**src/rtl/ipres_pkg.sv**
```systemverilog
package ipres_pkg;

    localparam logic [1:0] SZ_BYTE = 2'd0;
    localparam logic [1:0] SZ_WORD = 2'd2;

    typedef enum logic [2:0] {
        CMD_NONE,
        CMD_POLL,
        CMD_ACCEPT,
        CMD_CPPR,
        CMD_EOI,
        CMD_IPI
    } cmd_e;

    typedef enum logic [2:0] {
        SRC_ONES,
        SRC_PEND_WORD,
        SRC_PEND_BYTE,
        SRC_IPI,
        SRC_LINK
    } rsrc_e;

    typedef enum logic [2:0] {
        ST_IDLE,
        ST_READ,
        ST_WRITE,
        ST_RD_FAULT,
        ST_WR_FAULT
    } state_e;

    typedef struct packed {
        logic       legal;
        cmd_e       cmd;
        rsrc_e      src;
        logic       link_we;
        logic [3:0] link_idx;
    } dec_t;

endpackage

```
**src/rtl/ipres_decoder.sv**
```systemverilog
module ipres_decoder
    import ipres_pkg::*;
#(
    parameter int AW        = 12,
    parameter int NUM_LINKS = 3,
    parameter int LINK_BASE = 4
) (
    input  logic          valid,
    input  logic          write,
    input  logic [AW-1:0] addr,
    input  logic [1:0]    size,
    output dec_t          dec
);
    localparam int WW = AW - 2;
    localparam logic [WW-1:0] IDX_POLL   = WW'(0);
    localparam logic [WW-1:0] IDX_ACCEPT = WW'(1);
    localparam logic [WW-1:0] IDX_IPI    = WW'(3);

    logic [WW-1:0] widx;
    logic          byte0;
    logic          word;

    assign widx  = addr[AW-1:2];
    assign byte0 = (size == SZ_BYTE) && (addr[1:0] == 2'b00);
    assign word  = (size == SZ_WORD);

    always_comb begin
        dec          = '0;
        dec.cmd      = CMD_NONE;
        dec.src      = SRC_ONES;
        if (valid) begin
            if (widx == IDX_POLL) begin
                if (!write && (byte0 || word)) begin
                    dec.legal = 1'b1;
                    dec.cmd   = CMD_POLL;
                    dec.src   = word ? SRC_PEND_WORD : SRC_PEND_BYTE;
                end
            end else if (widx == IDX_ACCEPT) begin
                if (!write && word) begin
                    dec.legal = 1'b1;
                    dec.cmd   = CMD_ACCEPT;
                    dec.src   = SRC_PEND_WORD;
                end else if (!write && byte0) begin
                    dec.legal = 1'b1;
                    dec.src   = SRC_PEND_BYTE;
                end else if (write && byte0) begin
                    dec.legal = 1'b1;
                    dec.cmd   = CMD_CPPR;
                end else if (write && word) begin
                    dec.legal = 1'b1;
                    dec.cmd   = CMD_EOI;
                end
            end else if (widx == IDX_IPI) begin
                if (byte0) begin
                    dec.legal = 1'b1;
                    if (write) begin
                        dec.cmd = CMD_IPI;
                    end else begin
                        dec.src = SRC_IPI;
                    end
                end
            end else begin
                for (int i = 0; i < NUM_LINKS; i++) begin
                    if (widx == WW'(LINK_BASE + i) && word) begin
                        dec.legal    = 1'b1;
                        dec.link_idx = 4'(i);
                        if (write) begin
                            dec.link_we = 1'b1;
                        end else begin
                            dec.src = SRC_LINK;
                        end
                    end
                end
            end
        end
    end
endmodule

```
**src/rtl/ipres_links.sv**
```systemverilog
module ipres_links #(
    parameter int DW        = 32,
    parameter int NUM_LINKS = 3
) (
    input  logic          clk,
    input  logic          rst_n,
    input  logic          we,
    input  logic [3:0]    idx,
    input  logic [DW-1:0] wdata,
    output logic [DW-1:0] rdata
);
    logic [NUM_LINKS*DW-1:0] flat;

    for (genvar g = 0; g < NUM_LINKS; g++) begin : gen_link
        logic [DW-1:0] r;
        always_ff @(posedge clk) begin
            if (!rst_n) begin
                r <= '0;
            end else if (we && idx == 4'(g)) begin
                r <= wdata;
            end
        end
        assign flat[g*DW +: DW] = r;
    end

    always_comb begin
        rdata = '0;
        for (int i = 0; i < NUM_LINKS; i++) begin
            if (idx == 4'(i)) begin
                rdata = flat[i*DW +: DW];
            end
        end
    end
endmodule

```
**src/rtl/ipres_cmd_out.sv**
```systemverilog
module ipres_cmd_out
    import ipres_pkg::*;
#(
    parameter int DW = 32
) (
    input  logic          clk,
    input  logic          rst_n,
    input  cmd_e          cmd,
    input  logic [DW-1:0] payload,
    output logic          poll_pulse,
    output logic          accept_pulse,
    output logic          cppr_pulse,
    output logic [7:0]    cppr_value,
    output logic          eoi_pulse,
    output logic [DW-1:0] eoi_value,
    output logic          ipi_pulse,
    output logic [7:0]    ipi_value
);
    cmd_e          cmd_q;
    logic [DW-1:0] pay_q;

    always_ff @(posedge clk) begin
        if (!rst_n) begin
            cmd_q <= CMD_NONE;
            pay_q <= '0;
        end else begin
            cmd_q <= cmd;
            if (cmd != CMD_NONE) begin
                pay_q <= payload;
            end
        end
    end

    always_comb begin
        poll_pulse   = 1'b0;
        accept_pulse = 1'b0;
        cppr_pulse   = 1'b0;
        eoi_pulse    = 1'b0;
        ipi_pulse    = 1'b0;
        unique case (cmd_q)
            CMD_POLL:   poll_pulse   = 1'b1;
            CMD_ACCEPT: accept_pulse = 1'b1;
            CMD_CPPR:   cppr_pulse   = 1'b1;
            CMD_EOI:    eoi_pulse    = 1'b1;
            CMD_IPI:    ipi_pulse    = 1'b1;
            default:    ;
        endcase
    end

    assign cppr_value = pay_q[7:0];
    assign ipi_value  = pay_q[7:0];
    assign eoi_value  = pay_q;
endmodule

```
**src/rtl/ipres_regfront.sv**
```systemverilog
module ipres_regfront
    import ipres_pkg::*;
#(
    parameter int AW        = 12,
    parameter int DW        = 32,
    parameter int NUM_LINKS = 3,
    parameter int LINK_BASE = 4
) (
    input  logic          clk,
    input  logic          rst_n,
    input  logic          req_valid,
    input  logic          req_write,
    input  logic [AW-1:0] req_addr,
    input  logic [1:0]    req_size,
    input  logic [DW-1:0] req_wdata,
    input  logic [DW-1:0] core_pending,
    input  logic [7:0]    core_ipi_prio,
    output logic          rd_valid,
    output logic [DW-1:0] rd_data,
    output logic          bus_err,
    output logic          poll_pulse,
    output logic          accept_pulse,
    output logic          cppr_pulse,
    output logic [7:0]    cppr_value,
    output logic          eoi_pulse,
    output logic [DW-1:0] eoi_value,
    output logic          ipi_pulse,
    output logic [7:0]    ipi_value
);
    localparam int PAD = DW - 8;

    dec_t          dec;
    state_e        state_q;
    state_e        state_d;
    logic [DW-1:0] link_rd;
    logic [DW-1:0] rd_next;
    logic [DW-1:0] rdata_q;

    ipres_decoder #(
        .AW(AW), .NUM_LINKS(NUM_LINKS), .LINK_BASE(LINK_BASE)
    ) i_dec (
        .valid(req_valid), .write(req_write), .addr(req_addr),
        .size(req_size), .dec(dec)
    );

    ipres_links #(.DW(DW), .NUM_LINKS(NUM_LINKS)) i_links (
        .clk(clk), .rst_n(rst_n), .we(dec.link_we), .idx(dec.link_idx),
        .wdata(req_wdata), .rdata(link_rd)
    );

    ipres_cmd_out #(.DW(DW)) i_cmd (
        .clk(clk), .rst_n(rst_n), .cmd(dec.cmd), .payload(req_wdata),
        .poll_pulse(poll_pulse), .accept_pulse(accept_pulse),
        .cppr_pulse(cppr_pulse), .cppr_value(cppr_value),
        .eoi_pulse(eoi_pulse), .eoi_value(eoi_value),
        .ipi_pulse(ipi_pulse), .ipi_value(ipi_value)
    );

    // classification of the incoming request
    always_comb begin
        if (!req_valid) begin
            state_d = ST_IDLE;
        end else if (dec.legal) begin
            state_d = req_write ? ST_WRITE : ST_READ;
        end else begin
            state_d = req_write ? ST_WR_FAULT : ST_RD_FAULT;
        end
    end

    always_comb begin
        unique case (dec.src)
            SRC_PEND_WORD: rd_next = core_pending;
            SRC_PEND_BYTE: rd_next = {{PAD{1'b0}}, core_pending[DW-1 -: 8]};
            SRC_IPI:       rd_next = {{PAD{1'b0}}, core_ipi_prio};
            SRC_LINK:      rd_next = link_rd;
            default:       rd_next = '1;
        endcase
    end

    // state register
    always_ff @(posedge clk) begin
        if (!rst_n) begin
            state_q <= ST_IDLE;
            rdata_q <= '0;
        end else begin
            state_q <= state_d;
            if (req_valid && !req_write) begin
                rdata_q <= rd_next;
            end
        end
    end

    // outputs from state
    always_comb begin
        rd_valid = 1'b0;
        bus_err  = 1'b0;
        unique case (state_q)
            ST_READ:     rd_valid = 1'b1;
            ST_RD_FAULT: begin rd_valid = 1'b1; bus_err = 1'b1; end
            ST_WR_FAULT: bus_err = 1'b1;
            default:     ;
        endcase
    end

    assign rd_data = rdata_q;
endmodule

```
**config.mk**
```make
export PLATFORM = sky130hd
export DESIGN_NAME = ipres_regfront
export DESIGN_NICKNAME = d
export VERILOG_FILES = /design/src/rtl/ipres_pkg.sv /design/src/rtl/ipres_decoder.sv /design/src/rtl/ipres_links.sv /design/src/rtl/ipres_cmd_out.sv /design/src/rtl/ipres_regfront.sv
export SDC_FILE = /design/constraint.sdc
export NUM_CORES = 1
export LEC_CHECK = 0
export ABC_AREA = 1
export BUFFER_PORTS_ARGS = -buffer_cell sky130_fd_sc_hd__buf_4
export CORE_MARGIN = 1.5
export CORE_UTILIZATION = 30
export CTS_CLUSTER_DIAMETER = 30
export CTS_CLUSTER_SIZE = 40
export DETAILED_ROUTE_END_ITERATION = 12
export HOLD_SLACK_MARGIN = 0.03
export PLACE_DENSITY = 0.56
export SLEW_MARGIN = 10
export SYNTH_ARGS = -nofsm -noshare
export SYNTH_HDL_FRONTEND = slang
export SYNTH_SLANG_ARGS = --single-unit
```
**constraint.sdc**
```tcl
create_clock -name clk -period 1.75 [get_ports clk]
set_input_delay 0.2625 -clock clk [delete_from_list [all_inputs] [get_ports clk]]
set_output_delay 0.2625 -clock clk [all_outputs]
set_load 0.1 [all_outputs]
```
; ---- After elaboration in Yosys (flattened, before gate mapping)
; Index checks and enable logic that the tools add are counted.
[op_classes]
n_eq_ne = 20
muxes = 46
n_reduce_logical = 23
[op_table]
columns = op, count
row1 = $pmux W32 S4, 1
row2 = $mux W32, 3
row3 = $mux W7, 5
row4 = $eq A10 B3 Y1 const B, 3
row5 = $mux W3, 9
row6 = $mux W8, 3
row7 = $eq A3 B2 Y1 const B, 5
row8 = $mux W1, 15
row9 = $mux W5, 3
row10 = $logic_and A1 B1 Y1, 13
row11 = $eq A3 B3 Y1 const B, 4
row12 = $mux W12, 1
row13 = $eq A10 B1 Y1 const B, 1
row14 = $eq A10 B2 Y1 const B, 1
row15 = $logic_not A10 Y1, 1
row16 = $eq A3 B1 Y1 const B, 3
row17 = $mux W2, 4
row18 = $mux W4, 2
row19 = $eq A4 B1 Y1 const B, 1
row20 = $eq A4 B2 Y1 const B, 1
row21 = $logic_not A2 Y1, 2
row22 = $logic_not A4 Y1, 1
row23 = $reduce_or A2 Y1, 2
row24 = $reduce_bool A3 Y1, 1
row25 = 4 further kinds, 4
[word_totals]
inputBits = 90
word_cells = 96
ff_bits = 166
output_inout_bits = 87

; ---- Depth between registers and ports, before layout
[logic_depth]
word_depth = 16
ltp_mapped = 12
ltp_nobuf = 11

; ---- By module
; Synthesis repeated with hierarchy kept, for this count alone.
[hier_totals]
cells_unflattened = 1484
area_unflattened_um2 = 9344.0
[modules_own_cells]
columns = module, area_per_inst_um2, instances, seq_area_each_um2, cells_per_inst
row1 = ipres_links, 5376.4, 1, 1921.8, 879
row2 = ipres_regfront, 1916.8, 1, 700.7, 295
row3 = ipres_cmd_out, 1701.6, 1, 700.7, 243
row4 = ipres_decoder, 349.1, 1, 0.0, 67

; ---- Least setup slack after synthesis
; Ideal clock, no wire load.
[synth_timing]
kind = register -> output
startpoint = register i_cmd.cmd_q[1]
endpoint = output port cppr_pulse
arrival_time_ns = 2.459
setup_slack_ns = -0.972
n_path_buf = 0
path_stages_with_launch = 3
required_time_ns = 1.487
cell_sequence = dfxtp_1 > inv_1 > nor3_1
[synth_between]
elab_chain_cells = 2
[synth_lines]
columns = element, line_no
row1 = start: declaration, ipres_cmd_out.sv:19  ; cmd_e cmd_q;
row2 = start signal: assignment, ipres_cmd_out.sv:27  ; cmd_q <= cmd;
row3 = $eq A3 B2 Y1, ipres_cmd_out.sv:40  ; unique case (cmd_q)
row4 = $mux W1, ipres_cmd_out.sv:40
row5 = end: declaration, ipres_regfront.sv:23  ; output logic cppr_pulse,
; No other way between the ends.

; ---- Worst setup path in the final report
; Ends and elaborated chain as after synthesis.

==> results_dict.tcl <==
set metrics [dict create \
    status "complete, no violations" \
    numPlacedInstances 1575 \
    hold_path.class "input pin to flop" \
    ioPinCount 177 \
    period_needed_ps 1650 \
    cts_tree "done" \
    layout.cells.non_filler 1607 \
    gp_congestion 0.856 \
    hold_viol 0 \
    antenna_found_initial 0 \
    critPathRequiredTime_ps 1490 \
    maxSlewViolCount 0 \
    yosys_most_used_dff "dfxtp_1" \
    clock-sinks 166 \
    seq_area_um2 3320 \
    post_drt_wl_per_cell_um 16.4 \
    setup_viol_count_final 0 \
    die-area_um2 26800 \
    ys_top_cells_by_area "dfxtp_1, a21oi_1, nor2_1, nand3_1, nand2_1" \
    synth.most_common_cell "nor2_1" \
    initial_core_util 0.307 \
    synth_seq_cells 166 \
    grt_overflow 0 \
    seq_area_frac_synth 0.429 \
    grt_pass1_vias 7381 \
    fp-row-count 58 \
    max_stage_delay_ps 410 \
    crit_arrival_ps 1380 \
    cts.repair.resized 0 \
    fmax_mhz 608 \
    cts_max_level 4 \
    core_region_area_um2 25300 \
    grt_max_degree 68 \
    via_per_inst 5.04 \
    power_per_cell_area_nw_per_um2 865 \
    layout.nets 1354 \
    nFillCells 2638 \
    multi_input_area_um2 3720 \
    critPathLaunchType "flop" \
    synth_top_area_frac 0.429 \
    place.port_buffers 176 \
    post_cts_buffers 0 \
    async_reset_ff_frac 0 \
    max-vdd-ir-drop_uv 617 \
    grt_pass1_wl_um 40800 \
    mappedNetlistArea_um2 7740 \
    synth_edf_count 0 \
    cts_inserted_buffers 17 \
    drive_gt1_frac 0.249 \
    setup_ws_ps 105 \
    cellLeakagePower_nw 4.47 \
    hpwl_um 18600 \
    tns_ps 0 \
    crit_chain "inv_1 -> nor3_2 -> buf_4" \
    clk_path_buf_depth 2 \
    finalPower_mw 8.92 \
    holdWs_ps 88.4 \
    place_ws_ps -217 \
    finalWirelength_um 26400 \
    maxCapViolations 0 \
    critPathMaxFanout 4 \
    synth_fp_nets 1193 \
    grt_setup_unrepaired "no" \
    n_antenna_cell 0 \
    synth_common_cells "nor2_1, dfxtp_1, a21oi_1" \
    cts.clk_slew.worst_paths_ps 60 \
    die-height_um 164 \
    hold_buffers 0 \
    cts-root-buf "clkbuf_16" \
    vias 8096 \
    firstDrtPassIters 5 \
    first_iter_violations 804 \
    worst-setup-path-type "flop to output port" \
    drc 0 \
    netlist_instances 1103 \
    end_kind "output port" \
    yosysUniqueCellTypes 24 \
    worstMarginPinSlew_ps 379 \
    syn2layout_area_growth_pct 33.2 \
    grt_use_total 0.196 \
    final.setup_skew_ps 11.2 \
    fin_crit_sh 0.940 \
    ant_nets 0 \
    syn_area_per_cell_um2 7.02 \
    slew_headroom 0.747 \
    synth.largest_area_cell "dfxtp_1" \
    synth_warnings 0 \
    die_w_um 164 \
    cpMaxStageDelayCell "dfxtp_1" \
    clk_latency_ps 430 \
]
## critical path: cells and delay by family (launching register included)
| kind | cells | cell delay, ps |
|---|---|---|
| buffers and inverters | 2 | 410 |
| DFF | 1 | 410 |
| and+or+nand+nor | 1 | 150 |
## sequential cells by signal (all words and copies together), names as in the netlist
name and flops:
i_cmd.cmd_q 3, i_links.gen_link.r 96, rd_data 32, state_q 3, i_cmd.eoi_value 32
## cells by family after synthesis
logic type	count (synthesis)	share of synthesized area
AND/OR/NAND/NOR	556	0.329
buffers and inverters	158	0.0976
AO/OA/AOI/OAI	223	0.144
flip-flops	166	0.429
## placed cells by master (no fill, tap or decap), types with 9 or more instances in the layout
| cell type | instances |
|---|---|
| a21oi_1 | 162 |
| buf_12 | 15 |
| buf_4 | 230 |
| clkbuf_16 | 17 |
| dfxtp_1 | 166 |
| inv_1 | 49 |
| nand2_1 | 130 |
| nand3_1 | 119 |
| nand4_1 | 37 |
| nor2_1 | 171 |
| nor2_2 | 9 |
| nor3_1 | 65 |
| o21ai_0 | 45 |
| o21ai_1 | 15 |
## through the flow
stage | util | cell area (um2)
detailed placement | 0.384 | 9690
global route | 0.408 | 10300
finish | 0.408 | 10300
floorplan | - | 7780
CTS | 0.408 | 10300
global placement | 0.384 | 9690
## worst paths after layout
kind / from / to / slack [ps] / cells after the start
worst max-delay path: i_cmd.cmd_q[1]$_SDFF_PN0_ / cppr_pulse / 100 / 3
worst min register to register: i_cmd.eoi_value[10]$_SDFFE_PN0P_ / i_cmd.eoi_value[10]$_SDFFE_PN0P_ / 490 / 2
worst max register to register: i_links.gen_link[1].r[1]$_SDFFE_PN0P_ / rd_data[1]$_SDFFE_PN0P_ / 830 / 4
worst min-delay path: req_write / state_q[1]$_SDFF_PN0_ / 90 / 2
## where the power goes
part	leakage [nW]	internal, mW	switching (mW)
combinational	2.83	0.294	0.762
sequential	1.35	3.84	0.0455
clock	0.294	2.34	1.64
total	4.47	6.48	2.45
## final cells by class
cell class | instances | area share
multi-input cells | 779 | 0.361
well taps | 330 | 0.0400
inverters | 55 | 0.0200
clock buffers | 19 | 0.0439
repair buffers | 245 | 0.197
clock inverters | 13 | 0.0163
flip-flops and latches | 166 | 0.322
## routing by layer
metal	up-vias	part of all wire	GRT usage
met5	-	0	0
met4	0	0.023	0.0661
met3	42	0.083	0.0500
met2	340	0.44	0.292
met1	3701	0.46	0.273
li1	4013	-	-
No activity file was read; power rests on OpenSTA's default activity.
